--- src/rtl/decadj_unit.sv ---
module decadj_unit (
  input  logic [2:0] op_sel,
  input  logic [7:0] acc_hi,
  input  logic [7:0] acc_lo,
  input  logic       cy_in,
  input  logic       ac_in,
  output logic [7:0] res_hi,
  output logic [7:0] res_lo,
  output logic       cy_out,
  output logic       ac_out,
  output logic       sign_out,
  output logic       zero_out,
  output logic       par_out
);

  localparam logic [2:0] OP_PADD = 3'd0;
  localparam logic [2:0] OP_PSUB = 3'd1;
  localparam logic [2:0] OP_UADD = 3'd2;
  localparam logic [2:0] OP_USUB = 3'd3;
  localparam logic [2:0] OP_MUL  = 3'd4;
  localparam logic [2:0] OP_DIV  = 3'd5;

  logic nib_fix, byte_fix;
  logic [7:0] fix_lo, fix_hi;
  logic [3:0] unp_lo;

  assign nib_fix  = (acc_lo[3:0] > 4'd9) | ac_in;
  assign byte_fix = (acc_lo > 8'h99) | cy_in;
  assign fix_lo   = nib_fix  ? 8'h06 : 8'h00;
  assign fix_hi   = byte_fix ? 8'h60 : 8'h00;

  always_comb begin
    res_hi = acc_hi;
    res_lo = acc_lo;
    cy_out = cy_in;
    ac_out = ac_in;
    unp_lo = acc_lo[3:0];
    case (op_sel)
      OP_PADD: begin
        res_lo = acc_lo + fix_lo + fix_hi;
        ac_out = nib_fix;
        cy_out = byte_fix;
      end
      OP_PSUB: begin
        res_lo = acc_lo - fix_lo - fix_hi;
        ac_out = nib_fix;
        cy_out = byte_fix;
      end
      OP_UADD: begin
        unp_lo = acc_lo[3:0] + fix_lo[3:0];
        res_lo = {4'h0, unp_lo};
        res_hi = acc_hi + {7'd0, nib_fix};
        ac_out = nib_fix;
        cy_out = nib_fix;
      end
      OP_USUB: begin
        unp_lo = acc_lo[3:0] - fix_lo[3:0];
        res_lo = {4'h0, unp_lo};
        res_hi = acc_hi - {7'd0, nib_fix};
        ac_out = nib_fix;
        cy_out = nib_fix;
      end
      OP_MUL: begin
        res_hi = acc_lo / 8'd10;
        res_lo = acc_lo % 8'd10;
      end
      OP_DIV: begin
        res_lo = acc_hi * 8'd10 + acc_lo;
        res_hi = 8'h00;
      end
      default: ;
    endcase
  end

  assign sign_out = res_lo[7];
  assign zero_out = (res_lo == 8'h00);
  assign par_out  = ~^res_lo;

  always_comb begin
    if (op_sel == OP_UADD || op_sel == OP_USUB) begin
      AST_UNPACKED_TOP_CLEAR: assert (res_lo[7:4] == 4'h0);
      AST_UNPACKED_FLAGS_PAIR: assert (cy_out == ac_out);
    end
    if (op_sel == OP_MUL && acc_lo <= 8'h63) begin
      AST_MUL_DIGITS_VALID: assert (res_hi <= 8'd9 && res_lo <= 8'd9 && (res_hi * 8'd10 + res_lo) == acc_lo);
    end
    if (op_sel == OP_DIV) begin
      AST_DIV_HIGH_CLEAR: assert (res_hi == 8'h00);
    end
    if (op_sel == OP_MUL || op_sel == OP_DIV || op_sel[2:1] == 2'b11) begin
      AST_FLAGS_KEPT: assert (cy_out == cy_in && ac_out == ac_in);
    end
    if (op_sel[2:1] == 2'b11) begin
      AST_PASS_BYTES: assert (res_hi == acc_hi && res_lo == acc_lo);
    end
  end

endmodule

--- config.mk ---
export PLATFORM = sky130hd
export DESIGN_NAME = decadj_unit
export DESIGN_NICKNAME = d
export VERILOG_FILES = /design/src/rtl/decadj_unit.sv
export SDC_FILE = /design/constraint.sdc
export NUM_CORES = 1
export LEC_CHECK = 0
export BUFFER_PORTS_ARGS = -buffer_cell sky130_fd_sc_hd__buf_2
export CORE_UTILIZATION = 30
export DETAILED_ROUTE_END_ITERATION = 8
export PLACE_DENSITY = 0.55
export SYNTH_ARGS = -nofsm -noshare
export SYNTH_HDL_FRONTEND = slang
export SYNTH_SLANG_ARGS = --single-unit
--- constraint.sdc ---
create_clock -name vclk -period 20.8
set_input_delay 6.24 -clock vclk [all_inputs]
set_output_delay 6.24 -clock vclk [all_outputs]
set_load 0.05 [all_outputs]
==> results of run 1 <==
-- layout by cell type, fill, tap and decap left out, types with 5 or more instances in the layout --
| cell | n |
|---|---|
| a21oi_1 | 24 |
| o22ai_1 | 6 |
| xnor2_1 | 16 |
| o211ai_1 | 6 |
| nand4_1 | 6 |
| inv_1 | 23 |
| a21o_1 | 9 |
| a211oi_1 | 5 |
| o21a_1 | 5 |
| o21ai_0 | 23 |
| nor3_1 | 15 |
| buf_2 | 42 |
| nand2_1 | 25 |
| nand2b_1 | 7 |
| xor2_1 | 10 |
| nor2_1 | 27 |
| nand3_1 | 16 |
| a31oi_1 | 5 |
| ha_1 | 48 |
-- area by class of cell --
class | count | area [um^2]
fillers | 934 | 5880
repair buffers | 42 | 210
well taps | 108 | 135
inverters | 25 | 93.8
multi-input cells | 343 | 2570
-- where the power goes --
group	internal, mW	switching, mW	total (mW)	leakage, nW
clock	0	0	0	0
sequential	0	0	0	0
combinational	0.0418	0.0804	0.122	1.33
total	0.0418	0.0804	0.122	1.33
-- critical path, delay by kind of cell --
| family | cells | cell delay, ns |
|---|---|---|
| buf+inv | 4 | 0.74 |
| fa+ha+maj | 4 | 1.01 |
| xor+xnor | 2 | 0.30 |
| compound gates | 7 | 1.68 |
| simple gates | 1 | 0.30 |
-- worst min-delay path by stage --
stage,startpoint,to,slack (ns),cells after the start
6_report,acc_hi[7],res_hi[7],12.92,3
4_1_cts,acc_hi[7],res_hi[7],12.93,3
5_1_grt,acc_hi[7],res_hi[7],12.93,3
2_1_floorplan,acc_hi[1],res_hi[1],12.75,2
3_3_place_gp,acc_hi[7],res_hi[7],12.91,3
3_5_place_dp,acc_hi[5],res_hi[5],12.93,4
-- metal layers --
metal  share of wire  vias up
met5               0        -
met4           0.038        0
met3           0.048       22
met2            0.49      125
met1            0.43     1453
li1                -     1520
-- per-stage QoR --
stage | utilization | worst slack (ns) | power (mW) | hold slack [ns]
after global routing | 0.339 | 3.95 | 0.133 | 12.93
after global placement | 0.339 | 4.35 | 0.121 | 12.91
after CTS | 0.339 | 4.24 | 0.122 | 12.93
final | 0.339 | 4.26 | 0.122 | 12.92
after floorplan | - | 4.17 | 0.0950 | 12.75
after detailed placement | 0.339 | 4.25 | 0.122 | 12.93
-- kinds of logic (layout without fill, tap and decap cells) --
group | Yosys count | after routing
compound gates | 132 | 132
xor+xnor | 26 | 26
fa+ha+maj | 52 | 52
buf+inv | 52 | 67
mux | 4 | 4
simple gates | 129 | 129
==> run_results.csv, run 1 <==
group,metric,value,unit
drt,wl_per_cell,17.5,um
logic_synthesis,syn_area,2800,um^2
critical_path,endpoint_kind,"output pin",
grt,grt_use_met3,0.00851,
logic_synthesis,synth_compound_area_frac,0.336,
logic_synthesis,yosys-top-cells-count,"ha_1, nor2_1, nand2_1",
critical_path,crit_top_cell,"ha_1",
logic_synthesis,synth.avg_cell_area,7.09,um^2
logic_synthesis,synth.largest_area_cell,"ha_1",
grt,busiest_layer,"met2",
place,dpl_cell_area,3010,um^2
timing,setup_viol,0,
logic_synthesis,syn-num-nets,468,
cells_and_area,n_clock_buffer,0,
timing,final.setup.tns,0,ns
floorplanning,die_x,98.6,um
logic_synthesis,synth_top_area_share,0.214,
timing,slew_violations,0,
logic_synthesis,synth_top_family_by_area,"compound AO/OA/AOI/OAI gates",
critical_path,worstPathArrival,10.30,ns
drt,via_per_inst,6.02,
cells_and_area,instances_no_fill,518,
power,p_leak,1.33,nW
drt,dr.pass1.iters,5,
floorplanning,ios,42,
logic_synthesis,synth_cell_types,74,
clock_tree,postCtsSetupBuffers,0,
drt,drtIter0Drc,217,
logic_synthesis,synth.most_common_cell,"ha_1",
power,ir_worst_vdd,0.0196,mV
logic_synthesis,yosysSeqAreaShare,0,
timing,worstMarginPinSlew,1.10,ns
cells_and_area,design_area,3010,um^2
logic_synthesis,yosys-top-cells-area,"ha_1, xnor2_1, a21oi_1",
grt,grt_max_degree,40,
cells_and_area,n_sequential_cell,0,
timing,finalHoldViolCount,0,
timing,rsz0062_at_grt,"no",
power,p_per_area,40.6,nW/um^2
drt,wl,9050,um
grt,grt_util_met2,0.328,
critical_path,worstSetupPathType,"in2out",
logic_synthesis,synthAdderAreaFrac,0.243,
timing,final.min_clock_period,16.54,ns
cells_and_area,final_nets,485,
timing,relSlewSlack,0.264,
logic_synthesis,synthSimpleGateAreaFrac,0.244,
place,finalWeightedCongestion,0.871,
grt,grt_pass1_wl,14600,um
logic_synthesis,syn_inst,395,
cells_and_area,areaGrowthSynthToFinish,7.55,%
clock_tree,ctsHoldBuffers,0,
place,dp_cells,518,
grt,first_global_vias,2893,
cells_and_area,diodes,0,
floorplanning,chipHeight,98.6,um
logic_synthesis,ys_warn_count,0,
floorplanning,rows,34,
floorplanning,coreArea,8890,um^2
min_path,min_path_type,"in2out",
drt,ant_nets,0,
critical_path,slowest_stage,"a21o_1",
critical_path,crit_end,"par_out",
critical_path,cp-start-kind,"input pin",
critical_path,crit_chain,"buf_2 > inv_1 > ha_1 > o21bai_1 > a21o_1 > ha_1 > inv_1 > ha_1 > o21a_1 > o21a_1 > or3_1 > a32o_1 > o41a_1 > o211a_1 > ha_1 > xnor2_1 > xnor2_1 > buf_2",
outcome,status,"finished, final reports clean",
clock_tree,cts_resized,0,
logic_synthesis,synth.area.mux_share,0.0143,
drt,num_vias,3120,
critical_path,cp_data_required_time,14.56,ns
logic_synthesis,synth_xor_area_frac,0.0813,
floorplanning,initial_core_util,0.315,
cells_and_area,final_layout_size_suffix_gt1_frac,0.127,
grt,gr-total-overflow,0,
grt,grt_usage,0.184,
grt,grt_use_met1,0.233,
cells_and_area,register_area,0,um^2
critical_path,crit_start,"acc_lo[1]",
grt,antenna_found_initial,0,
floorplanning,fp.dieArea,9730,um^2
place,hpwl,6920,um
timing,fmax,60.5,MHz
timing,period_share,0.795,
run,max_cap_violations,0,
critical_path,max_stage_delay,0.38,ns
place,port_buffers,42,
critical_path,path_max_fanout,12,
drt,drc,0,
Power figures use the tool's default switching activity.
==> run 2, diff against run 1 <==
--- a/config.mk
+++ b/config.mk
@@ -5,10 +5,11 @@
 export SDC_FILE = /design/constraint.sdc
 export NUM_CORES = 1
 export LEC_CHECK = 0
+export ABC_AREA = 1
 export BUFFER_PORTS_ARGS = -buffer_cell sky130_fd_sc_hd__buf_2
 export CORE_UTILIZATION = 30
 export DETAILED_ROUTE_END_ITERATION = 8
-export PLACE_DENSITY = 0.55
+export PLACE_DENSITY = 0.56
 export SYNTH_ARGS = -nofsm -noshare
 export SYNTH_HDL_FRONTEND = slang
 export SYNTH_SLANG_ARGS = --single-unit
==> constraint.sdc (replaced) <==
create_clock -name vclk -period 15.3
set_input_delay 4.59 -clock vclk [all_inputs]
set_output_delay 4.59 -clock vclk [all_outputs]
set_load 0.05 [all_outputs]
==> run 2 against run 1 <==
Sequential cell count did not move. Wire length is 23% lower. Die area decreased by 14%.
==> run_results.csv, run 2 <==
group,metric,value,unit
logic_synthesis,yosysSeqAreaShare,0,
outcome,status,"finished, final reports clean",
grt,grt_max_degree,12,
grt,grt_use_met1,0.240,
grt,grt_usage,0.168,
clock_tree,postCtsSetupBuffers,0,
cells_and_area,final_common_cell,"nand2_1",
timing,whs,9.63,ns
grt,busiest_layer,"met2",
grt,antenna_found_initial,0,
timing,relSlewSlack,0.359,
power,p_per_area,61.0,nW/um^2
logic_synthesis,synth.most_common_cell,"nand2_1",
floorplanning,chipHeight,91.4,um
floorplanning,initial_core_util,0.310,
critical_path,path_max_fanout,11,
logic_synthesis,ys_warn_count,0,
floorplanning,ios,42,
power,p_leak,1.47,nW
grt,grt_use_met3,0.00921,
run,max_cap_violations,0,
floorplanning,coreArea,7730,um^2
drt,via_per_inst,4.92,
drt,num_vias,2546,
cells_and_area,n_sequential_cell,0,
timing,period_share,0.867,
floorplanning,die_x,91.4,um
cells_and_area,diodes,0,
critical_path,worstPathArrival,8.67,ns
timing,fmax,75.4,MHz
logic_synthesis,syn-num-nets,453,
power,ir_worst_vdd,0.0240,mV
logic_synthesis,yosys-top-cells-count,"nand2_1, inv_1, ha_1",
cells_and_area,register_area,0,um^2
grt,grt_util_met2,0.288,
timing,final.min_clock_period,13.26,ns
critical_path,endpoint_kind,"output pin",
grt,first_global_vias,2440,
place,hpwl,6010,um
place,dpl_cell_area,2700,um^2
cells_and_area,design_area,2700,um^2
timing,rsz0062_at_grt,"no",
grt,grt_pass1_wl,11600,um
floorplanning,fp.dieArea,8350,um^2
drt,dr.pass1.iters,4,
timing,setup_viol,0,
drt,wl,6940,um
drt,wl_per_cell,13.4,um
min_path,holdPathStages,4,
clock_tree,ctsHoldBuffers,0,
grt,gr-total-overflow,0,
critical_path,cp-start-kind,"input pin",
logic_synthesis,syn_area,2400,um^2
timing,worstMarginPinSlew,0.953,ns
logic_synthesis,syn_inst,380,
cells_and_area,final_nets,491,
cells_and_area,final_layout_size_suffix_gt1_frac,0.202,
critical_path,cp_data_required_time,10.71,ns
logic_synthesis,synth_cell_types,49,
place,finalWeightedCongestion,0.865,
timing,slew_violations,0,
min_path,min_path_type,"in2out",
cells_and_area,final_cell_mix,"nand2_1, inv_1, ha_1, nor2_1, buf_2",
cells_and_area,n_clock_buffer,0,
place,port_buffers,42,
critical_path,worstSetupPathType,"in2out",
logic_synthesis,synth_top_area_share,0.251,
logic_synthesis,synth.avg_cell_area,6.31,um^2
drt,drc,0,
logic_synthesis,synth.largest_area_cell,"ha_1",
timing,final.setup.tns,0,ns
timing,finalHoldViolCount,0,
cells_and_area,areaGrowthSynthToFinish,12.8,%
drt,drtIter0Drc,141,
drt,ant_nets,0,
logic_synthesis,yosys-top-cells-area,"ha_1, nand2_1, inv_1",
floorplanning,rows,32,
clock_tree,cts_resized,0,
cells_and_area,fillers,851,
-- run 2: cell count changes after synthesis, moves of 9 or more --
cell / change
nor3_1: -10
clkbuf_1: -9
inv_1: +34
inv_2: +9
nand2_1: +37
nor2_1: +18
-- run 2: cells by family after synthesis --
kind of cell,count (synthesis),share of synthesized area
simple gates,166,0.337
buf+inv,75,0.122
compound gates,69,0.191
fa+ha+maj,52,0.284
xor+xnor,18,0.0658
-- run 2: area by class of cell --
cell class	instances	area, um^2	share of cell area
inverter	69	262	0.0968
multi-input combinational	305	2100	0.778
tap	102	128	0.0472
timing repair buffer	42	210	0.0778
-- run 2: through the flow --
| stage | power [mW] | instances | setup slack [ns] | util |
|---|---|---|---|---|
| detailed placement | 0.165 | 518 | 2.02 | 0.350 |
| floorplan | 0.130 | 380 | 1.96 | - |
| CTS | 0.166 | 518 | 2.02 | 0.350 |
| global route | 0.183 | 518 | 1.61 | 0.350 |
| global placement | 0.163 | 518 | 2.14 | 0.350 |
| finish | 0.165 | 518 | 2.04 | 0.350 |
-- run 2: power by group --
part / internal, mW / switching, mW
logic: 0.0512 / 0.113
clock network: 0 / 0
registers: 0 / 0
total: 0.0512 / 0.113
-- run 2: path summary, 6_finish.rpt --
kind / startpoint / end / slack [ns]
setup / recovery: acc_lo[1] / par_out / 2.04
hold / removal: acc_hi[7] / res_hi[7] / 9.63
-- run 2: per-layer routing --
layer,share of wire,wire [um]
met2,0.44,3070
met1,0.50,3500
met5,0,0
met3,0.047,324
met4,0.0066,46
-- run 2: worst max-delay path: stages --
cell	delay, ns
buf_2	0.18
inv_1	0.23
ha_1	0.19
nand3_1	0.11
a21oi_1	0.45
inv_1	0.29
ha_1	0.26
inv_1	0.05
ha_1	0.22
inv_1	0.07
nor2_1	0.05
inv_1	0.07
nand2_1	0.05
inv_1	0.06
nand2_1	0.06
a21oi_1	0.16
xnor2_1	0.08
a2111oi_0	0.46
a22oi_2	0.13
inv_1	0.08
ha_1	0.23
xnor2_1	0.19
xnor2_1	0.13
buf_2	0.27
==> run 3, diff against run 2 <==
==> constraint.sdc (replaced) <==
create_clock -name vclk -period 17.1
set_input_delay 5.13 -clock vclk [all_inputs]
set_output_delay 5.13 -clock vclk [all_outputs]
set_load 0.05 [all_outputs]
==> run 3 against run 2 <==
Non-clock buffer count is the same. Power is 10% lower. Highest routed layer is now met5. Count of clock-buffer cells in the layout stayed put.
==> run_results.csv, run 3 (synthesis gave the netlist of run 2 again) <==
group,metric,value,unit
critical_path,crit_chain,"buf_2 > inv_1 > ha_1 > nand3_1 > a21oi_1 > inv_1 > ha_1 > inv_1 > ha_1 > inv_1 > nor2_1 > inv_1 > nand2_1 > inv_1 > nand2_1 > a21oi_1 > xnor2_1 > a2111oi_0 > a22oi_2 > inv_1 > ha_1 > xnor2_1 > xnor2_1 > buf_2",
cells_and_area,n_clock_buffer,0,
critical_path,crit_buf_inv,9,
timing,period_share,0.844,
power,internal_power,0.0459,mW
cells_and_area,final_nets,491,
critical_path,crit_family,"buffers and inverters",
timing,setup_viol,0,
clock_tree,ctsHoldBuffers,0,
drt,drtIter0Drc,143,
grt,grt_use_met3,0.0159,
grt,grt_util_met2,0.277,
grt,gr-total-overflow,0,
cells_and_area,instances_no_fill,518,
timing,slew_violations,0,
critical_path,worstPathArrival,9.30,ns
timing,fmax,69.3,MHz
place,dp_cells,518,
cells_and_area,register_area,0,um^2
grt,grt_pass1_wl,11700,um
power,switching_power,0.102,mW
min_path,min_path_type,"in2out",
power,p_leak,1.47,nW
cells_and_area,fillers,846,
critical_path,cp-start-kind,"input pin",
timing,worstMarginPinSlew,0.949,ns
timing,final.setup.tns,0,ns
drt,ant_nets,0,
cells_and_area,areaGrowthSynthToFinish,12.8,%
cells_and_area,final_cell_mix,"nand2_1, inv_1, ha_1, nor2_1, buf_2",
outcome,status,"finished, final reports clean",
drt,drc,0,
critical_path,cp_data_required_time,11.97,ns
place,port_buffers,42,
timing,finalHoldViolCount,0,
floorplanning,coreArea,7730,um^2
critical_path,crit_end,"par_out",
floorplanning,chipHeight,91.4,um
cells_and_area,fin_util,0.350,
place,hpwl,6030,um
power,p_clk_frac,0,
timing,relSlewSlack,0.363,
run,max_cap_violations,0,
timing,setup_ws,2.67,ns
place,pre_cts_ws,2.74,ns
power,p_seq_frac,0,
floorplanning,ios,42,
critical_path,critical_path_depth,24,
clock_tree,postCtsSetupBuffers,0,
critical_path,path_max_fanout,11,
cells_and_area,diodes,0,
critical_path,slowest_stage,"a2111oi_0",
floorplanning,rows,32,
drt,dr.pass1.iters,4,
cells_and_area,final_common_cell,"nand2_1",
grt,grt_use_met1,0.246,
critical_path,crit_start,"acc_lo[1]",
grt,grt_max_degree,12,
cells_and_area,n_sequential_cell,0,
power,ir_worst_vdd,0.0268,mV
timing,final.min_clock_period,14.43,ns
floorplanning,initial_core_util,0.310,
power,p_per_area,54.6,nW/um^2
grt,first_global_vias,2408,
power,combPwrFrac,1.000,
drt,wl,6960,um
power,switching_share,0.689,
timing,rsz0062_at_grt,"no",
drt,via_per_inst,4.87,
critical_path,endpoint_kind,"output pin",
grt,grt_usage,0.169,
floorplanning,die_x,91.4,um
drt,num_vias,2521,
critical_path,max_stage_delay,0.49,ns
clock_tree,cts_resized,0,
grt,antenna_found_initial,1,
cells_and_area,final_layout_size_suffix_gt1_frac,0.202,
critical_path,worstSetupPathType,"in2out",
critical_path,crit_top_cell,"inv_1",
grt,busiest_layer,"met2",
floorplanning,fp.dieArea,8350,um^2
drt,wl_per_cell,13.4,um
place,finalWeightedCongestion,0.865,
==> run 3: cell counts in the layout (fill, tap and decap cells not counted) <==
No cell type changed its count.
==> run 3: final cells by class <==
cell class / instances / area [um^2] / area share
Timing Repair Buffer: 42 / 210 / 0.0778
Inverter: 69 / 262 / 0.0968
Multi-Input combinational cell: 305 / 2100 / 0.778
Tap cell: 102 / 128 / 0.0472
==> run 3: worst min path at each step <==
stage	start	end	slack [ns]	cells after the start
final	acc_hi[7]	res_hi[7]	10.71	4
after floorplan	acc_hi[3]	res_hi[3]	10.53	2
after global placement	acc_hi[7]	res_hi[7]	10.70	4
after CTS	acc_hi[7]	res_hi[7]	10.71	4
after global routing	acc_hi[7]	res_hi[7]	10.73	4
after detailed placement	acc_hi[7]	res_hi[7]	10.71	4
==> run 3: worst min-delay path: cells and delay by family <==
kind | cells | cell delay [ns]
AO/OA/AOI/OAI | 1 | 0.08
buffers and inverters | 3 | 0.37
==> run 3: power groups by stage <==
| stage | Clock, mW | Combinational [mW] | Sequential [mW] |
|---|---|---|---|
| floorplan | 0 | 0.117 | 0 |
| global placement | 0 | 0.146 | 0 |
| detailed placement | 0 | 0.148 | 0 |
| CTS | 0 | 0.148 | 0 |
| global route | 0 | 0.164 | 0 |
| finish | 0 | 0.148 | 0 |
==> run 3: through the flow <==
stage	hold WS (ns)	power (mW)	instance area, um^2
2_1_floorplan	10.53	0.117	2400
3_3_place_gp	10.70	0.146	2700
3_5_place_dp	10.71	0.148	2700
4_1_cts	10.71	0.148	2700
5_1_grt	10.73	0.164	2700
6_report	10.71	0.148	2700
==> run 3: layer usage <==
| layer | routed length [um] | vias to the layer above |
|---|---|---|
| li1 | - | 1329 |
| met1 | 3460 | 1116 |
| met2 | 3000 | 68 |
| met3 | 426 | 6 |
| met4 | 58 | 2 |
| met5 | 11 | - |
